$ cat config.mk
export PLATFORM = sky130hd
export DESIGN_NAME = xw_walker
export DESIGN_NICKNAME = d
export VERILOG_FILES = /design/src/rtl/xw_pkg.sv /design/src/rtl/xw_range_chk.sv /design/src/rtl/xw_index_sel.sv /design/src/rtl/xw_desc_dec.sv /design/src/rtl/xw_walker.sv
export SDC_FILE = /design/constraint.sdc
export NUM_CORES = 1
export LEC_CHECK = 0
export ABC_AREA = 0
export BUFFER_PORTS_ARGS = -buffer_cell sky130_fd_sc_hd__buf_2
export CORE_ASPECT_RATIO = 0.9
export CORE_MARGIN = 5
export CORE_UTILIZATION = 42
export DETAILED_ROUTE_END_ITERATION = 8
export HOLD_SLACK_MARGIN = 0.08
export MAX_ROUTING_LAYER = met4
export PLACE_DENSITY = 0.75
export SLEW_MARGIN = 10
export SYNTH_ARGS = -nofsm -noshare
export SYNTH_HDL_FRONTEND = slang
export SYNTH_SLANG_ARGS = --single-unit
$ cat constraint.sdc
create_clock -name clk -period 7.7 [get_ports clk]
set_input_delay 0.77 -clock clk [delete_from_list [all_inputs] [get_ports clk]]
set_output_delay 0.77 -clock clk [all_outputs]
set_load 0.01 [all_outputs]
$ cat src/rtl/xw_pkg.sv
package xw_pkg;
  localparam int OA_W   = 48;
  localparam int PAGE_W = 12;
  localparam int IDX_W  = 9;
  localparam int DESC_W = 64;
  localparam int NLVL   = 4;
  localparam int LVL_W  = $clog2(NLVL);
  localparam int TB_W   = OA_W - PAGE_W;

  typedef logic [LVL_W-1:0] lvl_t;

  typedef enum logic [1:0] {ST_IDLE, ST_ISSUE, ST_WAIT, ST_DONE} st_t;
  typedef enum logic [1:0] {K_TABLE, K_LEAF, K_FAULT} kind_t;

  localparam logic [1:0] FLT_NONE  = 2'b00;
  localparam logic [1:0] FLT_XLAT  = 2'b01;
  localparam logic [1:0] FLT_RANGE = 2'b10;

  // number of VA bits carried through unchanged by a leaf at this level
  function automatic int offset_width(lvl_t l);
    return PAGE_W + IDX_W * (NLVL - 1 - int'(l));
  endfunction

  // output address: descriptor supplies the high part, VA the low part
  function automatic logic [OA_W-1:0] leaf_addr(logic [DESC_W-1:0] d,
                                                 logic [OA_W-1:0] va, lvl_t l);
    logic [OA_W-1:0] hi_mask;
    hi_mask = {OA_W{1'b1}} << offset_width(l);
    return (d[OA_W-1:0] & hi_mask) | (va & ~hi_mask);
  endfunction
endpackage

$ cat src/rtl/xw_range_chk.sv
module xw_range_chk
  import xw_pkg::*;
(
  input  logic [63:0]     va,
  input  logic [OA_W-1:0] base_lo,
  input  logic [OA_W-1:0] base_hi,
  output logic            va_ok,
  output logic            hi_sel,
  output logic [TB_W-1:0] root_base
);
  localparam int TOP_W = 64 - OA_W;

  logic all_zero, all_one;
  logic unused_low;

  assign all_zero  = (va[63:OA_W] == {TOP_W{1'b0}});
  assign all_one   = (va[63:OA_W] == {TOP_W{1'b1}});
  assign va_ok     = all_zero | all_one;
  assign hi_sel    = all_one;
  assign root_base = hi_sel ? base_hi[OA_W-1:PAGE_W] : base_lo[OA_W-1:PAGE_W];
  assign unused_low = ^{base_lo[PAGE_W-1:0], base_hi[PAGE_W-1:0], va[OA_W-1:0]};
endmodule

$ cat src/rtl/xw_index_sel.sv
module xw_index_sel
  import xw_pkg::*;
(
  input  logic [OA_W-1:0] va,
  input  lvl_t            lvl,
  input  logic [TB_W-1:0] base,
  output logic [OA_W-1:0] desc_addr
);
  localparam int ENT_W = OA_W - TB_W - IDX_W;

  logic [IDX_W-1:0] slice [NLVL];
  logic unused_off;

  for (genvar g = 0; g < NLVL; g++) begin : g_slice
    assign slice[g] = va[PAGE_W + IDX_W*(NLVL-1-g) +: IDX_W];
  end

  assign desc_addr  = {base, slice[lvl], {ENT_W{1'b0}}};
  assign unused_off = ^va[PAGE_W-1:0];
endmodule

$ cat src/rtl/xw_desc_dec.sv
module xw_desc_dec
  import xw_pkg::*;
(
  input  logic [DESC_W-1:0] desc,
  input  lvl_t              lvl,
  input  logic [OA_W-1:0]   va,
  output kind_t             kind,
  output logic [TB_W-1:0]   next_base,
  output logic [OA_W-1:0]   out_pa,
  output logic [13:0]       attr_hi,
  output logic [9:0]        attr_lo
);
  localparam lvl_t LAST = lvl_t'(NLVL - 1);

  logic is_valid, is_tbl_enc;
  logic unused_rsvd;

  assign is_valid   = desc[0];
  assign is_tbl_enc = desc[1];

  always_comb begin
    if (!is_valid) begin
      kind = K_FAULT;
    end else if (is_tbl_enc) begin
      kind = (lvl == LAST) ? K_LEAF : K_TABLE;
    end else begin
      // block encoding only legal strictly between first and last level
      kind = (lvl != '0 && lvl != LAST) ? K_LEAF : K_FAULT;
    end
  end

  assign next_base   = desc[OA_W-1:PAGE_W];
  assign out_pa      = leaf_addr(desc, va, lvl);
  assign attr_hi     = desc[63:50];
  assign attr_lo     = desc[11:2];
  assign unused_rsvd = ^desc[49:OA_W];
endmodule

$ cat src/rtl/xw_walker.sv
module xw_walker
  import xw_pkg::*;
(
  input  logic        clk,
  input  logic        rst_n,
  input  logic        req_valid,
  output logic        req_ready,
  input  logic [63:0] req_va,
  input  logic [47:0] req_base_lo,
  input  logic [47:0] req_base_hi,
  output logic        mem_rd_valid,
  input  logic        mem_rd_ready,
  output logic [47:0] mem_rd_addr,
  input  logic        mem_rsp_valid,
  input  logic [63:0] mem_rsp_data,
  output logic        done,
  output logic [47:0] res_pa,
  output logic [13:0] res_attr_hi,
  output logic [9:0]  res_attr_lo,
  output logic [1:0]  res_level,
  output logic [1:0]  res_fault
);
  st_t             st;
  logic [OA_W-1:0] va_q;
  lvl_t            lvl_q;
  logic [TB_W-1:0] base_q;

  // named events for the checker
  logic accept, accept_bad, rsp_take;

  logic            va_ok, hi_sel;
  logic [TB_W-1:0] root_base;
  kind_t           kind;
  logic [TB_W-1:0] next_base;
  logic [OA_W-1:0] leaf_pa;
  logic [13:0]     d_attr_hi;
  logic [9:0]      d_attr_lo;
  logic            unused_sel;

  xw_range_chk u_range (
    .va(req_va), .base_lo(req_base_lo), .base_hi(req_base_hi),
    .va_ok(va_ok), .hi_sel(hi_sel), .root_base(root_base)
  );

  xw_index_sel u_index (
    .va(va_q), .lvl(lvl_q), .base(base_q), .desc_addr(mem_rd_addr)
  );

  xw_desc_dec u_dec (
    .desc(mem_rsp_data), .lvl(lvl_q), .va(va_q),
    .kind(kind), .next_base(next_base), .out_pa(leaf_pa),
    .attr_hi(d_attr_hi), .attr_lo(d_attr_lo)
  );

  assign unused_sel   = hi_sel;
  assign req_ready    = (st == ST_IDLE);
  assign mem_rd_valid = (st == ST_ISSUE);
  assign done         = (st == ST_DONE);
  assign accept       = req_valid && req_ready;
  assign accept_bad   = accept && !va_ok;
  assign rsp_take     = (st == ST_WAIT) && mem_rsp_valid;

  always_ff @(posedge clk) begin
    if (!rst_n) begin
      st          <= ST_IDLE;
      va_q        <= '0;
      lvl_q       <= '0;
      base_q      <= '0;
      res_pa      <= '0;
      res_attr_hi <= '0;
      res_attr_lo <= '0;
      res_level   <= '0;
      res_fault   <= FLT_NONE;
    end else begin
      unique case (st)
        ST_IDLE: begin
          if (accept) begin
            va_q  <= req_va[OA_W-1:0];
            lvl_q <= '0;
            if (va_ok) begin
              base_q <= root_base;
              st     <= ST_ISSUE;
            end else begin
              res_pa      <= '0;
              res_attr_hi <= '0;
              res_attr_lo <= '0;
              res_level   <= '0;
              res_fault   <= FLT_RANGE;
              st          <= ST_DONE;
            end
          end
        end
        ST_ISSUE: begin
          if (mem_rd_ready) st <= ST_WAIT;
        end
        ST_WAIT: begin
          if (rsp_take) begin
            unique case (kind)
              K_TABLE: begin
                base_q <= next_base;
                lvl_q  <= lvl_q + lvl_t'(1);
                st     <= ST_ISSUE;
              end
              K_LEAF: begin
                res_pa      <= leaf_pa;
                res_attr_hi <= d_attr_hi;
                res_attr_lo <= d_attr_lo;
                res_level   <= lvl_q;
                res_fault   <= FLT_NONE;
                st          <= ST_DONE;
              end
              default: begin
                res_pa      <= '0;
                res_attr_hi <= '0;
                res_attr_lo <= '0;
                res_level   <= lvl_q;
                res_fault   <= FLT_XLAT;
                st          <= ST_DONE;
              end
            endcase
          end
        end
        default: st <= ST_IDLE;
      endcase
    end
  end
endmodule

==> results_tabular.tex, run 1 <==
\begin{tabular}{lr}
\hline
Metric & Value \\
\hline
\multicolumn{2}{l}{\textbf{Run status}} \\
Outcome & complete, no violations \\
\multicolumn{2}{l}{\textbf{GRT}} \\
Overall overflow remaining after global route & 0 \\
Antenna violations before repair & 1 \\
Pin count of the biggest net entering global routing & just under 80 \\
First-pass GRT wire length & roughly 37000 um \\
Global-route usage over all layers & a little under a quarter \\
Via count of the first global-routing pass & 6729 \\
\multicolumn{2}{l}{\textbf{Clock network}} \\
\# Post-CTS Setup Buffers & 0 \\
Clock Latency Late Sink & between 0.4 and 0.5 ns \\
Clock tree from TritonCTS & built \\
Clock-pin slew reported for the worst setup and hold paths after clock tree synthesis & approximately 0.07 ns \\
Number of buffers on the longest clock path & 2 \\
H-tree level count & 4 \\
CTS buffer count & 17 \\
Resized cells post-CTS & 0 \\
Number of sinks driven by the clock tree & between 150 and 200 \\
Clk Tree Root Cell & sky130\_fd\_sc\_hd\_\_clkbuf\_16 \\
Hold-fix buffers at CTS & 0 \\
\multicolumn{2}{l}{\textbf{Yosys}} \\
Number of instances in the synthesized netlist & 830 \\
Unique masters post-synth & 46 \\
Area share of the largest cell type after synthesis & a little over two fifths \\
Sequential-to-total area share from yosys stat & 43.28\% \\
Top area cells in the synthesized netlist & sky130\_fd\_sc\_hd\_\_dfxtp\_1 43\%, sky130\_fd\_sc\_hd\_\_mux2i\_1 8.7\%, sky130\_fd\_sc\_hd\_\_nand2\_1 8.4\%, sky130\_fd\_sc\_hd\_\_a211o\_1 4.2\%, sky130\_fd\_sc\_hd\_\_a22o\_1 3.9\% \\
Mean Syn Cell Area & 9.140 sq um \\
Count of warnings emitted by yosys & 0 \\
Post-synthesis cell type with the largest combined area & sky130\_fd\_sc\_hd\_\_dfxtp\_1 \\
Post-Synthesis Cell Area & 7586 sq um \\
Flip-flop and latch count after synthesis & between 150 and 200 \\
\multicolumn{2}{l}{\textbf{Floorplanning}} \\
Boundary pin count & approximately 360 \\
Initial cell density of the core & 42.93\% \\
Die Area & 20850 sq um \\
\# rows & 46 \\
Core Box Area & 17670 sq um \\
Horiz. Die Dim & $\sim$150 um \\
Chip height & 137.5 um \\
\multicolumn{2}{l}{\textbf{Setup path}} \\
Type of the setup path with the least slack & flop to flop \\
Required time at the endpoint of the critical path & 8.04 ns \\
Worst-path fanout max & 18 \\
Cells traversed along the worst timing path & inv\_1, ha\_1, mux2i\_1, nor2b\_1, and2\_1, nand2\_1, o2bb2ai\_1 \\
Slowest Stage Delay on Critical Path & 0.84 ns \\
Sort of element at the start of the critical path & flop \\
Cell with the largest stage delay on the worst path & sky130\_fd\_sc\_hd\_\_dfxtp\_1 \\
Path depth of the worst reg2reg path & 7 \\
Endpoint kind of the worst setup timing path & flop \\
Data arrival, critical path & 3.67 ns \\
\multicolumn{2}{l}{\textbf{Job}} \\
Count of maximum capacitance violations & 0 \\
\multicolumn{2}{l}{\textbf{Timing}} \\
Ratio of final minimum period to clock period & $\sim$43\% \\
Count of final hold-check violations & 0 \\
Smallest setup slack after layout & between 4 and 5 ns \\
Final setup TNS & 0 ns \\
Final worst clock skew & 0.009716 ns \\
Normalized max-slew margin & 24.01\% \\
Count of final max-slew check failures & 0 \\
Setup violations, final & 0 \\
Slew of the pin with the lowest slew margin & 1.140 ns \\
Unrepaired setup endpoints after global routing & no \\
Max Fclk & 0.3001 GHz \\
Final critical-path required period & around 3.3 ns \\
\multicolumn{2}{l}{\textbf{Placement}} \\
PortBufs & 326 \\
Sum of net half-perimeters after detailed placement & 18850 um \\
Routability Congestion & 0.8650 \\
Post-placement setup slack & $\sim$4.3 ns \\
\multicolumn{2}{l}{\textbf{Routing}} \\
Wirelength per Cell & 18.51 um \\
Remaining antenna violation count & 0 \\
Avg Vias per Cell & 5.275 \\
Number of DRC markers after the initial detailed-route iteration & 435 \\
Total iterations of the first detailed-routing run & 5 \\
Residual DRC count & 0 \\
Sum of routed wire length over all layers & 25230 um \\
Vias post-DR & approximately 7000 \\
\multicolumn{2}{l}{\textbf{Layout}} \\
Fraction of final layout cells sized beyond drive strength 1 & about a third \\
Nets@finish & 1345 \\
Area overhead of the layout relative to synthesis & 29.13\% \\
Count of filler cells inserted in the layout & 1675 \\
\multicolumn{2}{l}{\textbf{Power and ir drop}} \\
Peak ir drop on the vdd network & 0.0001555 V \\
Pwr Density & 207.1 nW/um\^{}2 \\
Static Leak & 4.703 nW \\
\multicolumn{2}{l}{\textbf{Worst hold path}} \\
Worst min-delay path category & flop to flop \\
Hold path cells & 2 \\
\hline
\end{tabular}
==> registers in the layout (all words and copies together) (netlist names) <==
| name | flops |
|---|---|
| res_pa | 48 |
| va_q | 48 |
| base_q | 36 |
| res_attr_hi | 14 |
| res_attr_lo | 10 |
| lvl_q | 2 |
| res_fault | 2 |
| res_level | 2 |
| st | 2 |
==> area by class of cell <==
| type | instances | area (sq um) | share of cell area (%) |
|---|---|---|---|
| antenna | 1 | 2.502 | 0.02555 |
| clock buffer | 17 | 425.4 | 4.343 |
| clock inverter | 15 | 170.2 | 1.737 |
| inverter | 4 | 15.01 | 0.1533 |
| multi-input combinational | 590 | 3920 | 40.02 |
| sequential | 164 | 3283 | 33.52 |
| tap | 240 | 300.3 | 3.066 |
| timing repair buffer | 332 | 1679 | 17.14 |
==> path summary, 6_finish.rpt <==
kind,startpoint,to,slack (ns)
max,lvl_q[1]$_SDFFE_PN0P_,res_pa[15]$_SDFFE_PN0P_,4.37
min,res_fault[1]$_SDFFE_PN0P_,res_fault[1]$_SDFFE_PN0P_,0.45
max reg2reg,lvl_q[1]$_SDFFE_PN0P_,res_pa[15]$_SDFFE_PN0P_,4.37
min reg2reg,res_fault[1]$_SDFFE_PN0P_,res_fault[1]$_SDFFE_PN0P_,0.45
==> layout by cell type, fill, tap and decap left out, types with 3 or more instances in the layout <==
cell type / instances
sky130_fd_sc_hd__conb_1: 3
sky130_fd_sc_hd__ha_1: 7
sky130_fd_sc_hd__nand2b_1: 5
sky130_fd_sc_hd__mux2i_1: 66
sky130_fd_sc_hd__a211o_1: 36
sky130_fd_sc_hd__nor4_1: 4
sky130_fd_sc_hd__inv_8: 3
sky130_fd_sc_hd__buf_4: 7
sky130_fd_sc_hd__o2bb2ai_1: 21
sky130_fd_sc_hd__mux2_2: 13
sky130_fd_sc_hd__buf_2: 325
sky130_fd_sc_hd__a21boi_0: 36
sky130_fd_sc_hd__a22o_1: 34
sky130_fd_sc_hd__nor2b_1: 4
sky130_fd_sc_hd__dfxtp_1: 164
sky130_fd_sc_hd__nand2_1: 169
sky130_fd_sc_hd__inv_1: 4
sky130_fd_sc_hd__mux4_2: 9
sky130_fd_sc_hd__nand4_1: 4
sky130_fd_sc_hd__clkbuf_16: 17
sky130_fd_sc_hd__a21oi_1: 6
sky130_fd_sc_hd__clkinvlp_4: 3
sky130_fd_sc_hd__o21ai_0: 48
sky130_fd_sc_hd__nor3_1: 37
sky130_fd_sc_hd__a21boi_1: 23
sky130_fd_sc_hd__nor2_1: 41
sky130_fd_sc_hd__inv_6: 3
==> cell usage after synthesis (all sizes together) <==
library cell and n:
nor3 37, mux2i 66, nand2 170, nand3 1
nor3b 1, clkbuf 54, mux4 9, nand2b 5
dfxtp 164, nor4b 1, nand4 5, or4 1
o21bai 1, o21ai 48, a21oi 6, a21boi 59
o21a 1, ha 7, a22o 34, nor2b 4
nand3b 1, conb 1, or2 1, o2bb2ai 21
or2b 1, and2 3, nor2 42, a2bb2oi 1
a22oi 1, a21o 1, and2b 1, mux2 13
and3 3, nor4 5, inv 4, buf 20
nand4b 1, a211o 36
==> cell families after synthesis <==
logic type / count (synthesis) / synth area share, %
AOI/OAI and AO/OA: 209 / 20.50
adders and majority gates: 7 / 1.154
buffers and inverters: 78 / 5.476
DFF: 164 / 43.28
muxes: 88 / 13.31
other: 1 / 0.04943
and+or+nand+nor: 283 / 16.23
==> through the flow <==
step           area (sq um)  instances  utilization [%]  power (mW)  hold slack [ns]
2_1_floorplan          7594        832                -       1.077           0.4405
5_1_grt                9796       1363            55.44       2.115           0.4627
3_5_place_dp           9196       1330            52.05       1.186           0.4462
6_report               9796       1363            55.44       2.029           0.4542
4_1_cts                9792       1362            55.42       2.049           0.4516
3_3_place_gp           9196       1330            52.05       1.181           0.4284
==> critical path, delay by kind of cell (launching register included) <==
kind / cells / cell delay [ns]
buf+inv: 1 / 0.31
simple gates: 3 / 1.25
mux: 1 / 0.09
compound gates: 1 / 0.31
fa+ha+maj: 1 / 0.45
flops: 1 / 0.84
==> power by group <==
group          switching (mW)  total [mW]  internal [mW]
sequential             0.0260       0.899          0.873
combinational           0.152       0.266          0.114
clock                   0.377       0.864          0.487
==> per-layer routing <==
| layer | GRT usage (%) | wire length, um | share of wire (%) |
|---|---|---|---|
| met3 | 5.526 | 2037 | 8.1 |
| met4 | 7.834 | 571 | 2.3 |
| met2 | 36.94 | 11870 | 47 |
| met1 | 30.58 | 10750 | 43 |
| met5 | - | 0 | 0 |
(Power assumes the default switching activity.)
==> run 2, diff against run 1 <==
PLACE_DENSITY = 0.78   (was 0.75)
clock period = 3 ns   (was 7.7 ns; I/O delays follow)
==> run 2 against run 1 <==
Net effect: clock-buffer cell count rose by 3; flip-flop and latch count unchanged; critical path depth shrank 1; global-route usage barely moved; worst hold slack got worse by 0.36 ns; combinational power rose to 2.7 times the previous value; clock power rose to 2.6 times the previous value; cell count up 1.6%.
==> results_tabular.tex, run 2 (same netlist as run 1, synthesis figures left out) <==
\begin{tabular}{lr}
\hline
Metric & Value \\
\hline
\multicolumn{2}{l}{\textbf{Layout}} \\
Number of non-filler instances in the completed layout & 1385 (was 1363) \\
Most common library cell in the layout ignoring fill and taps & sky130\_fd\_sc\_hd\_\_buf\_2 (unchanged) \\
Highest-count cells in the layout ignoring fill and taps & 325 x sky130\_fd\_sc\_hd\_\_buf\_2, 169 x sky130\_fd\_sc\_hd\_\_nand2\_1, 164 x sky130\_fd\_sc\_hd\_\_dfxtp\_1 (unchanged) \\
Area overhead of the layout relative to synthesis & 32.33\% (was 29.13\%) \\
Final non-filler cell area & 10040 sq um (was 9796 sq um) \\
Fraction of final layout cells sized beyond drive strength 1 & 35.17\% (was 35.29\%) \\
Largest registers ranked by flip-flop count & res\_pa: 48 flops, va\_q: 48 flops, base\_q: 36 flops (unchanged) \\
Count of filler cells inserted in the layout & 1629 (was 1675) \\
Nets@finish & 1366 (was 1345) \\
\multicolumn{2}{l}{\textbf{Setup path}} \\
Slowest Stage Delay on Critical Path & 1.00 ns (was 0.84 ns) \\
Worst setup slack for register-to-register paths & 0.50 ns (was 4.37 ns) \\
Critical R2R Launch & lvl\_q[1]\$\_SDFFE\_PN0P\_ (unchanged) \\
Endpoint kind of the worst setup timing path & flop (unchanged) \\
Worst-path fanout max & 33 (was 18) \\
Capture point of the worst reg-to-reg path & res\_attr\_hi[4]\$\_SDFFE\_PN0P\_ (was res\_pa[15]\$\_SDFFE\_PN0P\_) \\
Sort of element at the start of the critical path & flop (unchanged) \\
Path depth of the worst reg2reg path & 6 (was 7) \\
Data arrival, critical path & 2.85 ns (was 3.67 ns) \\
Type of the setup path with the least slack & flop to flop (unchanged) \\
Cells traversed along the worst timing path & inv\_1, ha\_1, mux2i\_1, nor2b\_1, and3\_1, a22o\_1 (was inv\_1, ha\_1, mux2i\_1, nor2b\_1, and2\_1, nand2\_1, o2bb2ai\_1) \\
Required time at the endpoint of the critical path & 3.36 ns (was 8.04 ns) \\
Cell with the largest stage delay on the worst path & sky130\_fd\_sc\_hd\_\_and3\_1 (was sky130\_fd\_sc\_hd\_\_dfxtp\_1) \\
\multicolumn{2}{l}{\textbf{Timing}} \\
Final worst clock skew & 0.01084 ns (was 0.009716 ns) \\
Unrepaired setup endpoints after global routing & no (unchanged) \\
Normalized max-slew margin & 19.67\% (was 24.01\%) \\
Max Fclk & 0.4007 GHz (was 0.3001 GHz) \\
Final setup TNS & 0 ns (unchanged) \\
Final critical-path required period & 2.496 ns (was 3.333 ns) \\
Setup violations, final & 0 (unchanged) \\
Count of final max-slew check failures & 0 (unchanged) \\
Ratio of final minimum period to clock period & 83.20\% (was 43.28\%) \\
Smallest setup slack after layout & 0.5041 ns (was 4.367 ns) \\
Count of final hold-check violations & 0 (unchanged) \\
Slew of the pin with the lowest slew margin & 1.205 ns (was 1.140 ns) \\
\multicolumn{2}{l}{\textbf{GRT}} \\
Global-route usage over all layers & 23.74\% (was 23.71\%) \\
Via count of the first global-routing pass & 6624 (was 6729) \\
First-pass GRT wire length & 37000 um (was 37280 um) \\
Antenna violations before repair & 2 (was 1) \\
Pin count of the biggest net entering global routing & 80 (was 78) \\
Overall overflow remaining after global route & 0 (unchanged) \\
\multicolumn{2}{l}{\textbf{Placement}} \\
Area after DPL & 9294 sq um (was 9196 sq um) \\
Post-placement setup slack & 0.5556 ns (was 4.344 ns) \\
Cells after DPL & 1338 (was 1330) \\
Sum of net half-perimeters after detailed placement & 18870 um (was 18850 um) \\
Routability Congestion & 0.9054 (was 0.8650) \\
PortBufs & 326 (unchanged) \\
\multicolumn{2}{l}{\textbf{Clock network}} \\
Number of buffers on the longest clock path & 2 (unchanged) \\
Clk Tree Root Cell & sky130\_fd\_sc\_hd\_\_clkbuf\_16 (unchanged) \\
Clock-pin slew reported for the worst setup and hold paths after clock tree synthesis & 0.07 ns (about the same) \\
Clock Latency Late Sink & 0.42 ns (about the same) \\
Clock tree from TritonCTS & built (unchanged) \\
CTS buffer count & 17 (unchanged) \\
\# Post-CTS Setup Buffers & 0 (unchanged) \\
H-tree level count & 4 (unchanged) \\
Resized cells post-CTS & 0 (unchanged) \\
Number of sinks driven by the clock tree & 164 (unchanged) \\
\multicolumn{2}{l}{\textbf{Floorplanning}} \\
\# rows & 46 (unchanged) \\
Horiz. Die Dim & 151.7 um (unchanged) \\
Chip height & 137.5 um (unchanged) \\
Initial cell density of the core & 42.93\% (unchanged) \\
Boundary pin count & 356 (unchanged) \\
Core Box Area & 17670 sq um (unchanged) \\
Die Area & 20850 sq um (unchanged) \\
\multicolumn{2}{l}{\textbf{Routing}} \\
Total iterations of the first detailed-routing run & 5 (unchanged) \\
Remaining antenna violation count & 0 (unchanged) \\
Sum of routed wire length over all layers & 25330 um (was 25230 um) \\
Vias post-DR & 7231 (was 7190) \\
Number of DRC markers after the initial detailed-route iteration & 410 (was 435) \\
Wirelength per Cell & 18.29 um (was 18.51 um) \\
Avg Vias per Cell & 5.221 (was 5.275) \\
Residual DRC count & 0 (unchanged) \\
\multicolumn{2}{l}{\textbf{Job}} \\
Count of maximum capacitance violations & 0 (unchanged) \\
\multicolumn{2}{l}{\textbf{Power and ir drop}} \\
Proportion of power drawn by flip-flops and latches & 43.6\% (was 44.3\%) \\
Static Leak & 4.823 nW (was 4.703 nW) \\
Logic pwr share & 13.5\% (was 13.1\%) \\
Switching fraction of total power & 25.87\% (was 27.33\%) \\
Switching power of the nets & 1.367 mW (was 0.5545 mW) \\
Cell-internal power & 3.916 mW (was 1.475 mW) \\
Share of total power in the clock network & 42.9\% (was 42.6\%) \\
Total power after layout & 5.283 mW (was 2.029 mW) \\
Peak ir drop on the vdd network & 0.0004116 V (was 0.0001555 V) \\
Pwr Density & 526.3 nW/um\^{}2 (was 207.1 nW/um\^{}2) \\
\multicolumn{2}{l}{\textbf{Worst hold path}} \\
Worst min-delay path category & input port to flop (was flop to flop) \\
Launch instance of the worst min-delay path & mem\_rsp\_data[63] (was res\_fault[1]\$\_SDFFE\_PN0P\_) \\
Hold path cells & 2 (unchanged) \\
Worst min-delay path endpoint & res\_attr\_hi[13]\$\_SDFFE\_PN0P\_ (was res\_fault[1]\$\_SDFFE\_PN0P\_) \\
\multicolumn{2}{l}{\textbf{Run status}} \\
Outcome & complete, no violations (unchanged) \\
\hline
\end{tabular}
-- run 2: how the worst max path moves through the flow --
stage                          start                            to  slack, ns  cells past startpoint
4_1_cts        lvl_q[1]$_SDFFE_PN0P_   res_attr_lo[9]$_SDFFE_PN0P_       0.51                      6
5_1_grt        lvl_q[0]$_SDFFE_PN0P_       res_pa[15]$_SDFFE_PN0P_       0.24                      7
3_3_place_gp   lvl_q[1]$_SDFFE_PN0P_   res_attr_hi[3]$_SDFFE_PN0P_       0.60                      6
3_5_place_dp   lvl_q[1]$_SDFFE_PN0P_  res_attr_hi[12]$_SDFFE_PN0P_       0.56                      6
6_report       lvl_q[1]$_SDFFE_PN0P_   res_attr_hi[4]$_SDFFE_PN0P_       0.50                      6
2_1_floorplan  lvl_q[1]$_SDFFE_PN0P_   res_attr_hi[0]$_SDFFE_PN0P_       0.48                      9
-- run 2: timing repair --
| action | CTS | global route |
|---|---|---|
| endpoints found under the hold margin | 11 | 2 |
| hold buffers | 11 | 2 |
| setup endpoints to repair | 0 | 0 |
-- run 2: routing by layer --
metal / vias up / part of all wire, % / global-route usage (%) / wire length, um
li1: 3523 / - / - / -
met5: - / 0 / - / 0
met1: 3425 / 44 / 31.77 / 11250
met3: 24 / 7.6 / 5.395 / 1918
met4: 0 / 1.7 / 5.938 / 442
met2: 259 / 46 / 36.67 / 11720
-- run 2: worst max-delay path, delay by kind of cell, from the launching register on --
kind	cells	cell delay, ns
flip-flops	1	0.33
AND/OR/NAND/NOR	2	1.22
multiplexers	1	0.10
adder cells (fa/ha/maj)	1	0.40
AO/OA/AOI/OAI	1	0.26
buffers and inverters	1	0.11
-- run 2: cell type report --
| class | instances | area [sq um] | share of cell area [%] |
|---|---|---|---|
| timing repair buffer | 353 | 1907 | 19.00 |
| clock inverter | 12 | 152.6 | 1.521 |
| multi-input combinational | 590 | 3919 | 39.04 |
| tap | 240 | 300.3 | 2.991 |
| inverter | 4 | 15.01 | 0.1496 |
| clock buffer | 20 | 456.7 | 4.549 |
| antenna | 2 | 5.005 | 0.04986 |
| sequential | 164 | 3283 | 32.71 |
-- run 2: power groups by stage --
| stage | Combinational [mW] | Sequential, mW | Clock, mW |
|---|---|---|---|
| 2_1_floorplan | 0.438 | 2.33 | 0 |
| 3_3_place_gp | 0.689 | 2.35 | 0 |
| 3_5_place_dp | 0.699 | 2.35 | 0 |
| 4_1_cts | 0.714 | 2.30 | 2.31 |
| 5_1_grt | 0.789 | 2.31 | 2.40 |
| 6_report | 0.714 | 2.31 | 2.26 |
-- run 2: through the flow --
stage / utilization (%) / hold WS [ns]
CTS: 56.67 / 0.08036
finish: 56.81 / 0.09839
detailed placement: 52.60 / 0.4361
global route: 56.81 / 0.08129
global placement: 52.60 / 0.4293
floorplan: - / 0.4255
